--- src/rtl/qps_pkg.sv ---
`timescale 1ns/1ps
package qps_pkg;
  // Phase index of the strobe that starts every instruction cycle.
  localparam int unsigned PH_FIRST = 0;

  // Next value of a wrapping phase index, given the last legal index.
  function automatic logic [7:0] ph_next(input logic [7:0] cur, input logic [7:0] last);
    return (cur == last) ? 8'd0 : cur + 8'd1;
  endfunction
endpackage

--- src/rtl/qps_phase_ring.sv ---
`timescale 1ns/1ps
module qps_phase_ring #(
  parameter int unsigned NUM_PH = 4
) (
  input  logic              clk,
  input  logic              rst_n,
  output logic [NUM_PH-1:0] phase_o,
  output logic              cyc_end_o,
  output logic              sync_o
);
  import qps_pkg::*;
  localparam int unsigned PH_W = (NUM_PH > 1) ? $clog2(NUM_PH) : 1;
  localparam logic [7:0] LAST = 8'(NUM_PH - 1);

  logic [PH_W-1:0] ph_q;
  logic [PH_W-1:0] ph_d;
  logic            sync_q;

  always_comb ph_d = PH_W'(ph_next(8'(ph_q), LAST));

  always_ff @(posedge clk or negedge rst_n) begin
    if (!rst_n) begin
      ph_q   <= '0;
      sync_q <= 1'b1;
    end else begin
      ph_q   <= ph_d;
      sync_q <= (ph_d == PH_W'(PH_FIRST));
    end
  end

  for (genvar i = 0; i < NUM_PH; i++) begin : g_strobe
    assign phase_o[i] = (ph_q == PH_W'(i));
  end

  assign cyc_end_o = (ph_q == PH_W'(NUM_PH - 1));
  assign sync_o    = sync_q;

  // exactly one strobe active
  assert_onehot_phase_R1: assert property (@(posedge clk) disable iff (!rst_n)
    $countones(phase_o) == 1);

  // fixed rotation of strobes
  for (genvar i = 0; i < NUM_PH; i++) begin : g_order_chk
    assert_phase_order_R2: assert property (@(posedge clk) disable iff (!rst_n)
      phase_o[i] |=> phase_o[(i + 1) % NUM_PH]);
  end

  // separate sync flop follows first strobe
  assert_sync_tracks_t1_R3: assert property (@(posedge clk) disable iff (!rst_n)
    sync_o == phase_o[0]);
  assert_sync_one_wide_R3: assert property (@(posedge clk) disable iff (!rst_n)
    sync_o |=> !sync_o);
endmodule

--- src/rtl/qps_pc_unit.sv ---
`timescale 1ns/1ps
module qps_pc_unit #(
  parameter int unsigned ADDR_W = 12
) (
  input  logic              clk,
  input  logic              rst_n,
  input  logic              cyc_end_i,
  input  logic              redirect_i,
  input  logic [ADDR_W-1:0] target_i,
  output logic [ADDR_W-1:0] pc_o
);
  logic [ADDR_W-1:0] pc_q;

  always_ff @(posedge clk or negedge rst_n) begin
    if (!rst_n) begin
      pc_q <= '0;
    end else if (cyc_end_i) begin
      pc_q <= redirect_i ? target_i : pc_q + ADDR_W'(1);
    end
  end

  assign pc_o = pc_q;

  // counter frozen inside an instruction cycle
  assert_pc_hold_R5: assert property (@(posedge clk) disable iff (!rst_n)
    !cyc_end_i |=> $stable(pc_o));
  // sequential step at the boundary
  assert_pc_step_R5: assert property (@(posedge clk) disable iff (!rst_n)
    (cyc_end_i && !redirect_i && pc_o != '1) |=> pc_o == $past(pc_o) + ADDR_W'(1));
  // wrap to zero
  assert_pc_wrap_R10: assert property (@(posedge clk) disable iff (!rst_n)
    (cyc_end_i && !redirect_i && pc_o == '1) |=> pc_o == '0);
  // target load
  assert_pc_load_R7: assert property (@(posedge clk) disable iff (!rst_n)
    (cyc_end_i && redirect_i) |=> pc_o == $past(target_i));
endmodule

--- src/rtl/qps_exec_stage.sv ---
`timescale 1ns/1ps
module qps_exec_stage #(
  parameter int unsigned INSTR_W = 16
) (
  input  logic               clk,
  input  logic               rst_n,
  input  logic               cyc_end_i,
  input  logic               squash_i,
  input  logic [INSTR_W-1:0] word_i,
  output logic [INSTR_W-1:0] word_o,
  output logic               valid_o
);
  logic [INSTR_W-1:0] word_q;
  logic               valid_q;

  always_ff @(posedge clk or negedge rst_n) begin
    if (!rst_n) begin
      word_q  <= '0;
      valid_q <= 1'b0;
    end else if (cyc_end_i) begin
      word_q  <= word_i;
      valid_q <= !squash_i;
    end
  end

  assign word_o  = word_q;
  assign valid_o = valid_q;

  // execute register steady within a cycle
  assert_exec_hold_R6: assert property (@(posedge clk) disable iff (!rst_n)
    !cyc_end_i |=> ($stable(word_o) && $stable(valid_o)));
  // fetched word moves to execute
  assert_exec_fill_R6: assert property (@(posedge clk) disable iff (!rst_n)
    (cyc_end_i && !squash_i) |=> (valid_o && word_o == $past(word_i)));
  // dropped slot after a jump
  assert_exec_bubble_R8: assert property (@(posedge clk) disable iff (!rst_n)
    (cyc_end_i && squash_i) |=> !valid_o);
endmodule

--- src/rtl/quad_phase_sequencer.sv ---
`timescale 1ns/1ps
module quad_phase_sequencer #(
  parameter int unsigned NUM_PH  = 4,
  parameter int unsigned ADDR_W  = 12,
  parameter int unsigned INSTR_W = 16
) (
  input  logic               clk,
  input  logic               rst_n,
  input  logic [INSTR_W-1:0] fetch_word_i,
  input  logic               jump_req_i,
  input  logic [ADDR_W-1:0]  jump_addr_i,
  output logic [NUM_PH-1:0]  phase_o,
  output logic [ADDR_W-1:0]  fetch_addr_o,
  output logic [INSTR_W-1:0] exec_word_o,
  output logic               exec_valid_o,
  output logic               t1_sync_o
);
  logic cyc_end;
  logic redirect;

  // A jump counts only from a real instruction.
  assign redirect = jump_req_i && exec_valid_o;

  qps_phase_ring #(.NUM_PH(NUM_PH)) u_ring (
    .clk       (clk),
    .rst_n     (rst_n),
    .phase_o   (phase_o),
    .cyc_end_o (cyc_end),
    .sync_o    (t1_sync_o)
  );

  qps_pc_unit #(.ADDR_W(ADDR_W)) u_pc (
    .clk        (clk),
    .rst_n      (rst_n),
    .cyc_end_i  (cyc_end),
    .redirect_i (redirect),
    .target_i   (jump_addr_i),
    .pc_o       (fetch_addr_o)
  );

  qps_exec_stage #(.INSTR_W(INSTR_W)) u_exec (
    .clk       (clk),
    .rst_n     (rst_n),
    .cyc_end_i (cyc_end),
    .squash_i  (redirect),
    .word_i    (fetch_word_i),
    .word_o    (exec_word_o),
    .valid_o   (exec_valid_o)
  );

  // an idle execute stage never moves the counter off its step
  assert_ignore_idle_jump_R9: assert property (@(posedge clk) disable iff (!rst_n)
    (phase_o[NUM_PH-1] && !exec_valid_o && fetch_addr_o != '1) |=>
      fetch_addr_o == $past(fetch_addr_o) + ADDR_W'(1));
endmodule

--- config.mk ---
export PLATFORM = sky130hd
export DESIGN_NAME = quad_phase_sequencer
export DESIGN_NICKNAME = d
export VERILOG_FILES = /design/src/rtl/qps_pkg.sv /design/src/rtl/qps_phase_ring.sv /design/src/rtl/qps_pc_unit.sv /design/src/rtl/qps_exec_stage.sv /design/src/rtl/quad_phase_sequencer.sv
export SDC_FILE = /design/constraint.sdc
export NUM_CORES = 1
export LEC_CHECK = 0
export BUFFER_PORTS_ARGS = -buffer_cell sky130_fd_sc_hd__buf_2
export CAP_MARGIN = 5
export CORE_AREA = 2 2 59 61
export DETAILED_ROUTE_END_ITERATION = 6
export DIE_AREA = 0 0 61 63
export GPL_TIMING_DRIVEN = 0
export PLACE_DENSITY = 0.83
export SLEW_MARGIN = 15
export SYNTH_ARGS = -nofsm -noshare
export SYNTH_HDL_FRONTEND = slang
export SYNTH_SLANG_ARGS = --single-unit
--- constraint.sdc ---
create_clock -name clk -period 3.89 [get_ports clk]
set_clock_uncertainty 0.05 [all_clocks]
set_input_delay 0.778 -clock clk [delete_from_list [all_inputs] [get_ports clk]]
set_output_delay 0.778 -clock clk [all_outputs]
set_load 0.005 [all_outputs]
==> flow_summary.ini <==
[timing]
fmax_mhz = 481.0
setup_ws_ps = 1811
whs_ps = 442.7
rsz0062_at_grt = no
fin_tns_setup_ps = 0
drv_slew = 0
worstMarginPinSlew_ps = 709.2
layout_min_cycle_time_ps = 2079
finalCritPeriodShare = 0.5345
maxSlewHeadroom = 0.5272
finalHoldViolations = 0
setup_viol = 0

[power_and_ir_drop]
power_w = 0.0007582
power.density_mw_per_mm2 = 387.4
ir_worst_vdd_mv = 0.2126
p_leak_nw = 0.9573

[floorplanning]
dieWidth_um = 61
core_area_sq_mm = 0.003232
num_io_pins = 65
fp-row-count = 21
fp.dieH_um = 63
die-area_sq_mm = 0.003843
start_util = 0.4704

[worst_setup_path]
worstPathMaxFanout = 4
startpoint_type = register
worst_ep_arrival_time_ps = 1250
required_ps = 3060
end_kind = output port
criticalPathCategory = register to output port

[synthesis]
synth_area_sq_mm = 0.001520
synth_edf_count = 0
synth-async-reset-ratio = 1.000
synth-seq-cells = 32
synth_cells = 142
synth_ff_type = dfrtp_1
syn_nets = 178
avgSynthCellArea_sq_um = 10.71
yosysSeqAreaShare = 0.5276
synth_warnings = 0
synth.distinct_cells = 33

[flow_run]
drv_cap = 0

[cts]
cts_max_path_buffers = 2
clkTransAtPathRegs_ps = 90
clock_sinks = 32
holdBufCountCts = 0
cts_setup_buffers = 0
cts_made_buffers = 5
cts_tree = built
cts-resized-gates = 0
clk_latency_ps = 320
h-tree-depth = 2
clock_tree.root_cell = clkbuf_4

[layout]
antenna_cells = 0
area_growth_syn_to_layout_pct = 28.72
finish.utilization = 0.6055
layout_commonest_cell = buf_2
final_layout_size_suffix_gt1_frac = 0.4346
mostFrequentLayoutCells = buf_2, dfrtp_1, mux2_2
fin_nets = 249

[route]
num_vias = 1375
drc = 0
via_per_inst = 5.288
final_antenna_net_count = 0
wire_per_inst_um = 13.60
dr.pass1.iters = 4
drt_wl_total_um = 3535
drtIter0Drc = 169

[placement]
pre_cts_ws_ps = 1956
io_buffers = 64
place_hpwl_um = 2627
globalplace.congestion = 0.9309

[global_routing]
grt_remaining_overflow = 0
grtUsageTotal = 0.2072
antenna_found_initial = 0
grt_pass1_vias = 1349
grt_pass1_wl_um = 5947
grt_max_degree = 33

[outcome]
status = finished clean

[worst_hold_path]
hp-class = primary input to async pin
==> power breakdown <==
group | internal [W] | total [W] | switching, W
clock network | 0.0000891 | 0.000195 | 0.000106
logic | 0.0000769 | 0.000152 | 0.0000755
registers | 0.000368 | 0.000410 | 0.0000422
==> Yosys cell counts, types with 2 or more instances <==
cell type,instances,area [sq um]
and4_1,2,17.52
inv_1,4,15.01
and2_1,2,12.51
ha_1,5,62.56
nand2_1,13,48.80
a22oi_1,3,22.52
nor2_1,9,33.78
buf_2,2,10.01
nand3_1,5,25.02
dfrtp_1,31,775.7
mux2_2,16,180.2
o21ai_0,9,45.04
clkbuf_1,7,26.28
a21oi_1,10,50.05
o22ai_1,3,18.77
and3_1,2,12.51
a31oi_1,3,18.77
==> final cells by class <==
cell class,count,area (sq um)
inverters,4,15.01
well taps,46,57.56
flip-flops and latches,32,802.0
clock buffers,8,58.81
plain buffers,10,43.79
fillers,303,1275
multi-input cells,96,659.4
repair buffers,64,320.3
==> logic make-up after synthesis <==
family / after synthesis / share of synthesized area
multiplexers: 17 / 0.1251
adder cells (fa/ha/maj): 5 / 0.04115
flip-flops: 32 / 0.5276
buffers and inverters: 14 / 0.03869
AND/OR/NAND/NOR: 40 / 0.1342
AO/OA/AOI/OAI: 34 / 0.1333
==> worst paths after layout <==
kind	from	to	slack, ps	cells past startpoint
worst max register to register	u_ring.ph_q[0]	u_pc.pc_o[11]	1940	6
worst min register to register	u_exec.word_o[9]	u_exec.word_o[9]	460	1
worst max-delay path	u_ring.ph_q[0]	phase_o[3]	1810	3
min in group clk	u_exec.word_o[9]	u_exec.word_o[9]	460	1
worst min-delay path	rst_n	u_pc.pc_o[2]	440	1
max in group asynchronous	rst_n	u_exec.word_o[14]	2890	1
==> stage by stage <==
stage | std cells | area (sq um)
5_1_grt | 260 | 1957
6_report | 260 | 1957
3_5_place_dp | 252 | 1898
4_1_cts | 260 | 1957
3_3_place_gp | 252 | 1898
2_1_floorplan | 142 | 1520
==> flip-flops by register name, summed over array words and instances, names as in the netlist <==
name,count
u_ring.sync_o,1
u_pc.pc_o,12
u_exec.word_o,16
u_exec.valid_o,1
u_ring.ph_q,2
==> layer usage <==
metal | wire length, um | vias up | GRT usage
met5 | 0 | - | 0
met4 | 68 | 0 | 0.08967
met3 | 356 | 8 | 0.06211
met2 | 1638 | 89 | 0.3145
met1 | 1472 | 628 | 0.2698
li1 | - | 650 | -
==> critical path, stage by stage, from the launching register on <==
cell and delay [ps]:
dfrtp_1 430, ha_1 240, buf_4 130, buf_2 110
Power figures use the tool's default switching activity.
